--- src/rtl/irq_ctrl_pkg.sv ---
package irq_ctrl_pkg;
  typedef enum logic [2:0] {
    CFG_IDLE,
    CFG_BASE,
    CFG_CASC,
    CFG_MODE,
    CFG_RUN
  } cfg_state_e;

  localparam logic [7:0] CMD_INIT   = 8'h11;
  localparam logic [7:0] CMD_RD_REQ = 8'h0A;
  localparam logic [7:0] CMD_RD_SRV = 8'h0B;
  localparam logic [4:0] CMD_EOI_HI = 5'b01100;
endpackage

--- src/rtl/irq_cfg_regs.sv ---
module irq_cfg_regs
  import irq_ctrl_pkg::*;
#(
  parameter int DATA_W = 8,
  parameter int IDX_W  = 3
) (
  input  logic              clk_i,
  input  logic              rst_ni,
  input  logic              we_i,
  input  logic              addr_i,
  input  logic [DATA_W-1:0] wdata_i,
  output logic              run_o,
  output logic              in_init_o,
  output logic [DATA_W-1:0] base_o,
  output logic [DATA_W-1:0] casc_o,
  output logic              aeoi_o,
  output logic [DATA_W-1:0] mask_o,
  output logic              rd_srv_o,
  output logic              eoi_vld_o,
  output logic [IDX_W-1:0]  eoi_idx_o
);
  cfg_state_e state_q;

  logic cmd_wr, data_wr;
  assign cmd_wr  = we_i && !addr_i;
  assign data_wr = we_i && addr_i;

  assign eoi_vld_o = cmd_wr && (wdata_i[DATA_W-1:IDX_W] == CMD_EOI_HI);
  assign eoi_idx_o = wdata_i[IDX_W-1:0];
  assign run_o     = (state_q == CFG_RUN);
  assign in_init_o = (state_q == CFG_BASE) || (state_q == CFG_CASC) || (state_q == CFG_MODE);

  always_ff @(posedge clk_i or negedge rst_ni) begin
    if (!rst_ni) begin
      state_q  <= CFG_IDLE;
      base_o   <= '0;
      casc_o   <= '0;
      aeoi_o   <= 1'b0;
      mask_o   <= '1;
      rd_srv_o <= 1'b0;
    end else begin
      if (cmd_wr) begin
        if (wdata_i == CMD_INIT)        state_q  <= CFG_BASE;
        else if (wdata_i == CMD_RD_REQ) rd_srv_o <= 1'b0;
        else if (wdata_i == CMD_RD_SRV) rd_srv_o <= 1'b1;
      end
      if (data_wr) begin
        unique case (state_q)
          CFG_BASE: begin base_o <= wdata_i; state_q <= CFG_CASC; end
          CFG_CASC: begin casc_o <= wdata_i; state_q <= CFG_MODE; end
          CFG_MODE: begin aeoi_o <= wdata_i[1]; state_q <= CFG_RUN; end
          default:  mask_o <= wdata_i;
        endcase
      end
    end
  end
endmodule

--- src/rtl/irq_prio_pick.sv ---
module irq_prio_pick #(
  parameter int NUM_LINES = 8,
  parameter int IDX_W     = $clog2(NUM_LINES)
) (
  input  logic [NUM_LINES-1:0] pend_i,
  input  logic [NUM_LINES-1:0] srv_i,
  output logic                 any_o,
  output logic [IDX_W-1:0]     win_o
);
  logic [NUM_LINES-1:0] above_srv;
  logic [NUM_LINES-1:0] elig;

  // bit n of above_srv: no in-service line at index <= n
  always_comb begin
    above_srv[0] = !srv_i[0];
    for (int i = 1; i < NUM_LINES; i++) above_srv[i] = above_srv[i-1] && !srv_i[i];
  end

  assign elig  = pend_i & above_srv;
  assign any_o = |elig;

  always_comb begin
    win_o = '0;
    for (int i = NUM_LINES-1; i >= 0; i--) begin
      if (elig[i]) win_o = IDX_W'(i);
    end
  end
endmodule

--- src/rtl/irq_req_track.sv ---
module irq_req_track #(
  parameter int NUM_LINES = 8,
  parameter int IDX_W     = $clog2(NUM_LINES)
) (
  input  logic                 clk_i,
  input  logic                 rst_ni,
  input  logic [NUM_LINES-1:0] lines_i,
  input  logic                 take_i,
  input  logic [IDX_W-1:0]     take_idx_i,
  input  logic                 aeoi_i,
  input  logic                 eoi_i,
  input  logic [IDX_W-1:0]     eoi_idx_i,
  output logic [NUM_LINES-1:0] irr_o,
  output logic [NUM_LINES-1:0] isr_o
);
  logic [NUM_LINES-1:0] prev_q, rise, irr_d, isr_d;

  assign rise = lines_i & ~prev_q;

  always_comb begin
    irr_d = irr_o;
    if (take_i) irr_d[take_idx_i] = 1'b0;
    irr_d = irr_d | rise;
    isr_d = isr_o;
    if (eoi_i) isr_d[eoi_idx_i] = 1'b0;
    if (take_i && !aeoi_i) isr_d[take_idx_i] = 1'b1;
  end

  always_ff @(posedge clk_i or negedge rst_ni) begin
    if (!rst_ni) begin
      prev_q <= '0;
      irr_o  <= '0;
      isr_o  <= '0;
    end else begin
      prev_q <= lines_i;
      irr_o  <= irr_d;
      isr_o  <= isr_d;
    end
  end
endmodule

--- src/rtl/irq_prio_ctrl.sv ---
module irq_prio_ctrl #(
  parameter int NUM_LINES = 8,
  parameter int DATA_W    = 8
) (
  input  logic                 clk_i,
  input  logic                 rst_ni,
  input  logic                 bus_we_i,
  input  logic                 bus_addr_i,
  input  logic [DATA_W-1:0]    bus_wdata_i,
  output logic [DATA_W-1:0]    bus_rdata_o,
  input  logic [NUM_LINES-1:0] irq_i,
  output logic                 irq_o,
  input  logic                 ack_i,
  output logic [DATA_W-1:0]    vec_o,
  output logic [DATA_W-1:0]    casc_cfg_o
);
  localparam int IDX_W = $clog2(NUM_LINES);

  logic              run, in_init, aeoi_q, rd_srv, eoi_vld, any_elig, take;
  logic [DATA_W-1:0] base_q, mask_q;
  logic [IDX_W-1:0]  eoi_idx, win;
  logic [NUM_LINES-1:0] irr_q, isr_q, pend;

  irq_cfg_regs #(.DATA_W(DATA_W), .IDX_W(IDX_W)) i_cfg (
    .clk_i, .rst_ni,
    .we_i(bus_we_i), .addr_i(bus_addr_i), .wdata_i(bus_wdata_i),
    .run_o(run), .in_init_o(in_init), .base_o(base_q), .casc_o(casc_cfg_o),
    .aeoi_o(aeoi_q), .mask_o(mask_q), .rd_srv_o(rd_srv),
    .eoi_vld_o(eoi_vld), .eoi_idx_o(eoi_idx)
  );

  assign pend = irr_q & ~mask_q[NUM_LINES-1:0];

  irq_prio_pick #(.NUM_LINES(NUM_LINES), .IDX_W(IDX_W)) i_pick (
    .pend_i(pend), .srv_i(isr_q), .any_o(any_elig), .win_o(win)
  );

  assign irq_o = run && any_elig;
  assign take  = ack_i && irq_o;

  irq_req_track #(.NUM_LINES(NUM_LINES), .IDX_W(IDX_W)) i_track (
    .clk_i, .rst_ni, .lines_i(irq_i),
    .take_i(take), .take_idx_i(win), .aeoi_i(aeoi_q),
    .eoi_i(eoi_vld), .eoi_idx_i(eoi_idx),
    .irr_o(irr_q), .isr_o(isr_q)
  );

  always_comb begin
    vec_o = '0;
    if (ack_i) vec_o = {base_q[DATA_W-1:IDX_W], (irq_o ? win : {IDX_W{1'b1}})};
  end

  always_comb begin
    if (bus_addr_i)  bus_rdata_o = mask_q;
    else if (rd_srv) bus_rdata_o = DATA_W'(isr_q);
    else             bus_rdata_o = DATA_W'(irr_q);
  end
endmodule

--- config.mk ---
export PLATFORM = sky130hd
export DESIGN_NAME = irq_prio_ctrl
export DESIGN_NICKNAME = d
export VERILOG_FILES = /design/src/rtl/irq_ctrl_pkg.sv /design/src/rtl/irq_cfg_regs.sv /design/src/rtl/irq_prio_pick.sv /design/src/rtl/irq_req_track.sv /design/src/rtl/irq_prio_ctrl.sv
export SDC_FILE = /design/constraint.sdc
export NUM_CORES = 1
export LEC_CHECK = 0
export ABC_AREA = 1
export BUFFER_PORTS_ARGS = -buffer_cell sky130_fd_sc_hd__buf_2
export CAP_MARGIN = 20
export CORE_UTILIZATION = 50
export DETAILED_ROUTE_END_ITERATION = 10
export GPL_TIMING_DRIVEN = 1
export PLACE_DENSITY = 0.86
export SLEW_MARGIN = 0
export SYNTH_ARGS = -nofsm -noshare
export SYNTH_HDL_FRONTEND = slang
export SYNTH_SLANG_ARGS = --single-unit
--- constraint.sdc ---
create_clock -name clk_i -period 1.7 [get_ports clk_i]
set_input_delay 0.17 -clock clk_i [delete_from_list [all_inputs] [get_ports clk_i]]
set_output_delay 0.17 -clock clk_i [all_outputs]
set_load 0.05 [all_outputs]
==> metrics, run 1 <==
Ant. Diodes 0; CP Launch Type register; Die Width 72.9 µm; net switching power 971 µW; sw frac 34.2%; Hold Path Origin bus_wdata_i[5]; failing checks negative setup slack; Synth Warn # 0; Logic pwr share 26.1%; Critical Path End Type output port; Pwr per Cell Area 836 nW/µm²; Post-Layout Cell Count 471; Crit-path slowest cell dfrtp_1; vias per cell 5.47; Cell Rows 25; max-cap viol count 0; IO Pins 46; initial DRC count 199; unrepaired setup endpoints after global routing yes; Finished Cell Area 3400 µm²; clock sink count 50; GRT Total Usage 28.4%; Post-Place Cells 446; synthesized area 2520 µm²; FMAX 474 MHz; cell mode on critical path nor2_4; worst r2r path cells 12; post-synthesis cell count 309; Initial DRT Pass Iterations 5; Placer Congestion 0.881; worst r2r src i_track.isr_o[0]; final count of negative-setup-slack endpoints 20; minimum clock period 2.11 ns; Worst EP arrival 1.94 ns; global-route wire length before repair 11.3 mm; status complete, but fails checks; Power, Total 2840 µW; worst slew pin tran 0.639 ns; worst path cell trace nor2_4, nand4_4, nor2_4, a21oi_2, buf_4, nand3_2, nand2_4, nor2_2, nor2_4, buf_8; clock buffer depth 2; vias post-DR 2576; clk_lat worst skew 0.30 ns; # port buffers 45; initial antenna violation count 0; final slew viol count 0; Seq/Total Area, Yosys 50.1%; HP Class in2reg; Routed WL 6.89 mm; Worst Skew 0.00423 ns; Slew HR 57.0%; GR Util met2 46.9%; internal power 1870 µW; CTS H-tree depth 2; power share of the clock group 25.7%; nets 424; Die Ht 72.9 µm; largest fanout on the critical path 4; flops & latches, synth 50; busiest grt layer met2; Reg power frac 48.1%; drt wl/cell 14.6 µm; vias in the first global route 2483; Sum Neg Setup Slack -5.66 ns; Clock transition at path regs 0.09 ns; met1 usage 36.9%; Hold Path Sink i_cfg.mask_o[5]; Worst Hold Depth 3; Final Cycle Share 124%; DP Area 3060 µm²; Worst EP required 1.53 ns; layout cells sized above 1 34.9%; clk root buf clkbuf_8; Area growth, synth to finish 35.1%; Remaining DRCs 0; r2r setup slk -0.32 ns; largest net degree at the start of global routing 51; kind of critical path reg2out; Post-DP HPWL 4.95 mm; Final Util 71.0%; Initial Util 52.6%; leakage 0.00176 µW; post-route antenna net violation count 0; die area 5320 µm²; reg2reg end i_track.irr_o[7]; grt ovf 0; maximum VDD drop 666 µV; CTS tree done; Core Box Area 4790 µm²; final hold vios 0; Max stage delay on crit path 0.41 ns; # fillers 357; cts bufs inserted 5; synthesized net count 330; met3 Usage GRT 4.56%; library cells used by synthesis 33; post-route setup slack -0.412 ns; syn avg cell area 8.14 µm²
==> cell families after synthesis <==
family / Yosys count / synth area share, %
AND/OR/NAND/NOR: 146 / 28.8
AO/OA/AOI/OAI: 56 / 12.2
buffers and inverters: 56 / 8.40
flip-flops: 50 / 50.1
multiplexers: 1 / 0.398
==> routing by layer <==
layer  wire (µm)  up-vias
met5           0        -
li1            -     1198
met3         511       25
met4         220        0
met1        2750     1232
met2        3420      121
==> layout by cell type (no fill, tap or decap), types with 10 or more instances in the layout <==
master,instances
buf_2,36
buf_4,38
dfrtp_1,41
inv_1,35
inv_2,12
nand2_1,77
nand3_1,15
nand4_1,10
nor2_1,13
o21ai_1,29
==> worst max-delay path: cells and delay by family (launching register included) <==
kind | cells | cell delay [ns]
buf+inv | 2 | 0.30
flops | 1 | 0.41
compound gates | 1 | 0.11
simple gates | 7 | 0.79
==> synthesized netlist by cell type <==
cell / number / area (µm²)
a21oi_1: 8 / 40.0
nor3_1: 4 / 20.0
o311ai_1: 1 / 8.76
clkbuf_1: 5 / 18.8
buf_2: 1 / 5.00
nand3_2: 2 / 20.0
nor2_2: 1 / 6.26
a21oi_2: 1 / 8.76
nand3_4: 1 / 17.5
clkinv_1: 2 / 7.51
nand2_1: 78 / 293
nor2_1: 17 / 63.8
o21ai_1: 23 / 115
a31oi_1: 1 / 6.26
inv_2: 12 / 45.0
nand2_2: 2 / 12.5
o211ai_1: 4 / 30.0
nor2_4: 3 / 33.8
nand3_1: 17 / 85.1
nor3_2: 2 / 20.0
nor4_1: 5 / 31.3
dfstp_2: 8 / 210
dfrtp_1: 42 / 1050
o21ai_0: 15 / 75.1
inv_1: 36 / 135
nand2_4: 2 / 22.5
o41ai_1: 1 / 8.76
a22oi_1: 1 / 7.51
o21a_1: 1 / 7.51
nand4_1: 10 / 62.6
nand4_4: 1 / 21.3
mux2i_1: 1 / 10.0
nor3_4: 1 / 16.3
==> metrics by stage <==
stage | worst slack (ns) | hold WS [ns]
2_1_floorplan | -0.250 | -0.126
3_3_place_gp | -0.0616 | 0.174
3_5_place_dp | -0.118 | 0.178
4_1_cts | -0.350 | 0.148
5_1_grt | -0.482 | 0.155
6_report | -0.412 | 0.149
==> final cells by class <==
type                            instances  area (µm²)  share of cell area, %
Sequential cell                        50        1260                   37.1
Inverter                               50         191                   5.63
Multi-Input combinational cell        203        1090                   32.0
Tap cell                               67        83.8                   2.47
Timing Repair Buffer                   93         678                   19.9
Clock inverter                          2        12.5                  0.368
Clock buffer                            6        82.6                   2.43
==> worst max path at each step <==
| stage | from | cells after the start | end |
|---|---|---|---|
| final | i_track.isr_o[0] | 10 | vec_o[1] |
| after global routing | i_cfg.mask_o[4] | 11 | vec_o[1] |
| after CTS | i_track.isr_o[0] | 11 | vec_o[1] |
| after detailed placement | i_cfg.mask_o[4] | 11 | vec_o[1] |
| after global placement | i_track.isr_o[0] | 12 | vec_o[0] |
| after floorplan | i_cfg.mask_o[0] | 6 | vec_o[2] |
==> flip-flops by register name, summed over array words and instances, names as in the netlist <==
register,flops
i_cfg.casc_o,8
i_cfg.state_q,3
i_cfg.aeoi_o,1
i_track.irr_o,8
i_cfg.rd_srv_o,1
i_track.isr_o,8
i_cfg.mask_o,8
i_track.prev_q,8
i_cfg.base_o,5
==> power groups by stage <==
stage / clock network, µW / registers [µW] / logic [µW]
2_1_floorplan: 0 / 1470 / 346
3_3_place_gp: 0 / 1380 / 658
3_5_place_dp: 0 / 1390 / 675
4_1_cts: 733 / 1370 / 722
5_1_grt: 788 / 1380 / 793
6_report: 732 / 1370 / 742
==> timing repair <==
item / CTS / global route
hold buffers: 9 / 0
gates resized for setup: 16 / 14
setup endpoints to repair: 18 / 24
hold endpoints to repair: 50 / 0
pin swaps: 5 / 5
setup buffers: 5 / 4
(Power assumes the default switching activity.)
==> inputs of run 2 (changes only) <==
--- a/config.mk
+++ b/config.mk
@@ -5,13 +5,14 @@
 export SDC_FILE = /design/constraint.sdc
 export NUM_CORES = 1
 export LEC_CHECK = 0
-export ABC_AREA = 1
+export ABC_AREA = 0
 export BUFFER_PORTS_ARGS = -buffer_cell sky130_fd_sc_hd__buf_2
 export CAP_MARGIN = 20
 export CORE_UTILIZATION = 50
 export DETAILED_ROUTE_END_ITERATION = 10
 export GPL_TIMING_DRIVEN = 1
 export PLACE_DENSITY = 0.86
+export SKIP_CTS_REPAIR_TIMING = 1
 export SLEW_MARGIN = 0
 export SYNTH_ARGS = -nofsm -noshare
 export SYNTH_HDL_FRONTEND = slang
==> run 2 against run 1 <==
Effect of this change:
- the flow still finishes with violations (negative setup slack)
- area after synthesis decreased by 0.75%
- count of clock-buffer cells in the layout unchanged
- routed wire length increased by 7.5%
- combinational power increased to 5.7 times the previous value
- sequential cell count unchanged
- first-iteration DRC count decreased by 13%
- sequential power increased by 41%
- worst hold slack improved by 0.017 ns
- global-route usage about the same
- core utilization increased by 4.3 points
- worst setup slack got worse by 0.33 ns
- final cell count decreased by 12%
- critical path type unchanged
- critical endpoint is now vec_o[0]
==> metrics, run 2 <==
status complete, but fails checks (unchanged); failing checks negative setup slack (unchanged); post-synthesis cell count 236 (was 309); WHS 0.166 ns (was 0.149 ns); Async SR Flop Fraction 100% (unchanged); Max stage delay on crit path 0.54 ns (was 0.41 ns); Ant. Diodes 0 (unchanged); vias in the first global route 2225 (was 2483); clk root buf clkbuf_8 (unchanged); Yosys top cell by area dfrtp_1 (unchanged); Most used DFF post-synth dfrtp_1 (unchanged); unrepaired setup endpoints after global routing yes (unchanged); Core Box Area 4750 µm² (was 4790 µm²); drt wl/cell 17.8 µm (was 14.6 µm); nets 369 (was 424); kind of cell adding the most delay to the critical path simple AND/OR/NAND/NOR gates (unchanged); Placer Congestion 0.935 (was 0.881); CP Launch Type register (unchanged); max-cap viol count 0 (unchanged); global-route wire length before repair 11.0 mm (was 11.3 mm); # fillers 340 (was 357); Clock transition at path regs 0.09 ns (about the same); DP Area 3240 µm² (was 3060 µm²); initial antenna violation count 0 (unchanged); maximum VDD drop 1240 µV (was 666 µV); Critical path origin i_track.isr_o[3] (was i_track.isr_o[0]); Seq/Total Area, Yosys 50.5% (was 50.1%); synthesized net count 257 (was 330); clock sink count 50 (unchanged); final hold vios 0 (unchanged); Critical Path End Type output port (unchanged); Crit-path slowest cell or4_4 (was dfrtp_1); worst path cell trace or4_4, or4_4, o21ai_4, nand2_2, a21boi_4, buf_6 (was nor2_4, nand4_4, nor2_4, a21oi_2, buf_4, nand3_2, nand2_4, nor2_2, nor2_4, buf_8); Routed WL 7.41 mm (was 6.89 mm); clock buffer depth 2 (unchanged); cell mode on critical path or4_4 (was nor2_4); Worst EP arrival 2.27 ns (was 1.94 ns); Die Ht 72.7 µm (was 72.9 µm); worst slew pin tran 0.482 ns (was 0.639 ns); Area growth, synth to finish 43.3% (was 35.1%); Initial DRT Pass Iterations 4 (was 5); Multi-input gate area 1300 µm² (was 1090 µm²); commonest non-fill, non-tap cell in the layout buf_4 (was nand2_1); library cells used by synthesis 52 (was 33); Remaining DRCs 0 (unchanged); CTS tree done (unchanged); Die Width 72.7 µm (was 72.9 µm); commonest non-fill, non-tap cells in the layout buf_4 (54), dfrtp_1 (41), buf_2 (41) (was nand2_1 (77), dfrtp_1 (41), buf_4 (38)); Pwr per Cell Area 1910 nW/µm² (was 836 nW/µm²); grt ovf 0 (unchanged); Crit path buffers/inverters 1 (was 2); top cell type's share of synthesized area 42.1% (was 41.8%); clk_lat worst skew 0.31 ns (was 0.30 ns); GRT Total Usage 28.3% (was 28.4%); die area 5280 µm² (was 5320 µm²); Hold Path Origin bus_wdata_i[5] (unchanged); Worst Skew 0.00639 ns (was 0.00423 ns); HP Class in2reg (unchanged); syn avg cell area 10.6 µm² (was 8.14 µm²); Cell Rows 25 (unchanged); dpl ws -0.470 ns (was -0.118 ns); FMAX 410 MHz (was 474 MHz); vias post-DR 2300 (was 2576); final count of negative-setup-slack endpoints 18 (was 20); IO Pins 46 (unchanged); Reg area 1260 µm² (unchanged); most common cell in the netlist dfrtp_1 (was nand2_1); Finished Cell Area 3580 µm² (was 3400 µm²); leakage 0.00167 µW (was 0.00176 µW); layout cells sized above 1 52.7% (was 34.9%); CTS H-tree depth 2 (unchanged); post-route setup slack -0.737 ns (was -0.412 ns); Synth top cells by count dfrtp_1 (42), mux2_2 (22), nand2_1 (20), o21ai_0 (16), inv_1 (15) (was nand2_1 (78), dfrtp_1 (42), inv_1 (36), o21ai_1 (23)); Slew HR 67.8% (was 57.0%); Worst EP required 1.53 ns (about the same); Power, Total 6830 µW (was 2840 µW); synthesized area 2500 µm² (was 2520 µm²); largest fanout on the critical path 2 (was 4); Synth Warn # 0 (unchanged); Area contributors post-synth dfrtp_1 (42%), mux2_2 (9.9%), dfstp_2 (8.4%) (was dfrtp_1 (42%), nand2_1 (12%), dfstp_2 (8.4%)); minimum clock period 2.44 ns (was 2.11 ns); initial DRC count 174 (was 199); vias per cell 5.53 (was 5.47); Initial Util 52.5% (was 52.6%); Final Cycle Share 143% (was 124%); kind of critical path reg2out (unchanged); flops & latches, synth 50 (unchanged); cts bufs inserted 5 (unchanged); worst r2r src i_track.isr_o[3] (was i_track.isr_o[0]); Post-DP HPWL 5.47 mm (was 4.95 mm); Post-synth EDFFs 0 (unchanged); post-route antenna net violation count 0 (unchanged); largest net degree at the start of global routing 32 (was 51); # port buffers 45 (unchanged); final slew viol count 0 (unchanged)
-- run 2: cell count changes after synthesis, moves of 12 or more --
cell,delta
o21ai_1,-20
nand3_1,-12
mux2_2,+22
inv_1,-21
nand2_1,-58
inv_2,-12
-- run 2: kinds of logic after synthesis --
group / Yosys count / synth area share (%)
compound gates: 54 / 14.2
buf+inv: 21 / 3.46
flops: 50 / 50.5
mux: 30 / 13.1
simple gates: 81 / 18.7
-- run 2: per-stage QoR --
step	TNS (ns)	util [%]	cells
after floorplan	-4.05	-	236
after global placement	-4.97	68.2	395
after detailed placement	-5.29	68.2	395
after CTS	-7.37	70.1	403
final	-6.98	75.3	416
after global routing	-7.96	75.3	416
-- run 2: per-layer routing --
layer / track usage [%] / part of all wire (%)
met1: 38.6 / 44
met2: 46.6 / 51
met3: 4.56 / 3.8
met4: 8.71 / 1.2
met5: 0 / 0
-- run 2: final cells by class --
cell class	count	share of cell area [%]
Clock buffer	6	2.03
Tap cell	67	2.34
Clock inverter	2	0.384
Timing Repair Buffer	111	22.1
Multi-Input combinational cell	165	36.3
Sequential cell	50	35.3
Inverter	15	1.57
-- run 2: path summary, 6_finish.rpt --
path,slack [ns],cells past startpoint,to
setup / recovery,-0.74,6,vec_o[0]
setup reg to reg,-0.42,7,i_track.isr_o[7]
min in group asynchronous,0.36,2,i_cfg.casc_o[5]
hold reg to reg,0.43,1,i_track.irr_o[2]
max in group asynchronous,0.76,3,i_cfg.mask_o[4]
hold / removal,0.17,2,i_cfg.base_o[5]
-- run 2: power breakdown --
part / leakage [µW] / internal [µW] / switching [µW] / total, µW
Clock: 0.0000456 / 294 / 405 / 699
Combinational: 0.00105 / 1820 / 2380 / 4200
Sequential: 0.000577 / 1650 / 274 / 1930
==> inputs of run 3 (changes only) <==
--- a/config.mk
+++ b/config.mk
@@ -9,9 +9,11 @@
 export BUFFER_PORTS_ARGS = -buffer_cell sky130_fd_sc_hd__buf_2
 export CAP_MARGIN = 20
 export CORE_UTILIZATION = 50
+export CTS_CLUSTER_DIAMETER = 50
 export DETAILED_ROUTE_END_ITERATION = 10
 export GPL_TIMING_DRIVEN = 1
 export PLACE_DENSITY = 0.86
+export SETUP_SLACK_MARGIN = 0.3
 export SKIP_CTS_REPAIR_TIMING = 1
 export SLEW_MARGIN = 0
 export SYNTH_ARGS = -nofsm -noshare
==> run 3 against run 2 <==
Effect of this change:
- routed wire length is 6.1% higher
- die area stayed put
- the flow still finishes with violations (negative setup slack)
- fmax is 0.22% lower
- via count is 4.6% higher
- register-to-register slack worse by 0.07 ns
- critical path type unchanged
- sequential power is 3% higher
- highest routed layer unchanged
- critical path depth stayed put
==> metrics, run 3 (synthesis gave the netlist of run 2 again) <==
Critical Path End Type output port (unchanged); initial DRC count 240 (was 174); maximum VDD drop 1280 µV (was 1240 µV); Hold Path Sink i_cfg.casc_o[0] (was i_cfg.base_o[5]); CTS tree done (unchanged); minimum clock period 2.44 ns (about the same); reg2reg end i_track.isr_o[4] (was i_track.isr_o[7]); Routed WL 7.86 mm (was 7.41 mm); final slew viol count 0 (unchanged); Post-Layout Cell Count 421 (was 416); Finished Cell Area 3910 µm² (was 3580 µm²); Clock transition at path regs 0.10 ns (was 0.09 ns); die area 5280 µm² (unchanged); CTS H-tree depth 2 (unchanged); kind of critical path reg2out (unchanged); IO Pins 46 (unchanged); CP Launch Type register (unchanged); worst r2r src i_track.isr_o[3] (unchanged); worst slew pin tran 0.612 ns (was 0.482 ns); Initial DRT Pass Iterations 4 (unchanged); WHS 0.160 ns (was 0.166 ns); Slew HR 59.2% (was 67.8%); vias per cell 5.71 (was 5.53); Post-DP HPWL 4.73 mm (was 5.47 mm); Hold Path Origin bus_wdata_i[0] (was bus_wdata_i[5]); unrepaired setup endpoints after global routing yes (unchanged); Die Ht 72.7 µm (unchanged); cts bufs inserted 5 (unchanged); leakage 0.00181 µW (was 0.00167 µW); failing checks negative setup slack (unchanged); Area growth, synth to finish 56.5% (was 43.3%); Placer Congestion 0.880 (was 0.935); clk_lat worst skew 0.32 ns (was 0.31 ns); GRT Total Usage 26.2% (was 28.3%); largest net degree at the start of global routing 51 (was 32); Worst Skew 0.0112 ns (was 0.00639 ns); HP Class in2reg (unchanged); Pwr per Cell Area 1940 nW/µm² (was 1910 nW/µm²); Worst EP required 1.53 ns (about the same); worst r2r path cells 7 (unchanged); Worst Hold Depth 2 (unchanged); vias in the first global route 2263 (was 2225); layout cells sized above 1 58.2% (was 52.7%); Sum Neg Setup Slack -8.07 ns (was -6.98 ns); vias post-DR 2406 (was 2300); Ant. Diodes 0 (unchanged); largest fanout on the critical path 2 (unchanged); Remaining DRCs 0 (unchanged); global-route wire length before repair 10.5 mm (was 11.0 mm); Post-Place Cells 393 (was 395); Final Util 82.2% (was 75.3%); status complete, but fails checks (unchanged); Cell Rows 25 (unchanged); commonest non-fill, non-tap cells in the layout buf_4 (55), dfrtp_1 (40), buf_2 (33) (was buf_4 (54), dfrtp_1 (41), buf_2 (41)); Die Width 72.7 µm (unchanged); Worst EP arrival 2.27 ns (about the same); Final Cycle Share 144% (was 143%); # port buffers 45 (unchanged); final count of negative-setup-slack endpoints 18 (unchanged); DP Area 3280 µm² (was 3240 µm²); clk root buf clkbuf_8 (unchanged); clock buffer depth 2 (unchanged); drt wl/cell 18.7 µm (was 17.8 µm); nets 374 (was 369); Core Box Area 4750 µm² (unchanged); Initial Util 52.5% (unchanged); FMAX 409 MHz (was 410 MHz); commonest non-fill, non-tap cell in the layout buf_4 (unchanged); max-cap viol count 0 (unchanged); initial antenna violation count 0 (unchanged); r2r setup slk -0.49 ns (was -0.42 ns); post-route setup slack -0.743 ns (was -0.737 ns); clock sink count 50 (unchanged); post-route antenna net violation count 0 (unchanged); grt ovf 0 (unchanged); final hold vios 0 (unchanged)
-- run 3: cell count changes in the layout (fill, tap and decap cells not counted), moves of 2 or more --
cell | previous run | this run
mux2i_1 | 8 | 0
mux2i_2 | 0 | 5
buf_6 | 5 | 17
o21ai_2 | 17 | 9
mux2_4 | 0 | 10
mux2_2 | 22 | 12
o21ai_4 | 1 | 9
mux2i_4 | 0 | 3
nor2_4 | 0 | 2
nor2_1 | 9 | 7
buf_2 | 41 | 33
-- run 3: worst max path at each step --
stage,start,end,slack [ns],cells past startpoint
after floorplan,i_track.isr_o[1],vec_o[0],-0.53,5
after global placement,i_track.isr_o[3],vec_o[0],-0.43,6
after detailed placement,i_track.isr_o[3],vec_o[0],-0.46,6
after CTS,i_track.isr_o[3],vec_o[0],-0.82,6
after global routing,i_track.isr_o[3],vec_o[0],-0.81,6
final,i_track.isr_o[3],vec_o[0],-0.74,6
-- run 3: critical path, cell delays in order (launching register included) --
cell	delay [ns]
dfrtp_1	0.39
or4_4	0.54
or4_4	0.44
o21ai_4	0.17
nand2_2	0.10
a21boi_4	0.16
buf_6	0.17
-- run 3: final cells by class --
class	instances	area, µm²
Clock buffer	5	68.8
Tap cell	67	83.8
Sequential cell	50	1260
Multi-Input combinational cell	165	1500
Clock inverter	3	47.5
Fill cell	261	846
Timing Repair Buffer	116	890
Inverter	15	56.3
-- run 3: stage by stage --
| step | setup WS [ns] | power [µW] |
|---|---|---|
| CTS | -0.817 | 6510 |
| global placement | -0.432 | 5520 |
| finish | -0.743 | 7580 |
| detailed placement | -0.461 | 5620 |
| global route | -0.812 | 7910 |
| floorplan | -0.535 | 4260 |
-- run 3: routing by layer --
layer	vias to the layer above	routed length, µm	track usage, %
met2	114	3880	41.6
met1	1179	3210	33.5
met3	30	478	8.01
met5	-	0	0
li1	1083	-	-
met4	0	289	10.7
-- run 3: power breakdown --
part	internal [µW]	switching, µW	total, µW
sequential	1660	319	1980
combinational	2160	2580	4730
clock	446	426	872
total	4260	3320	7580
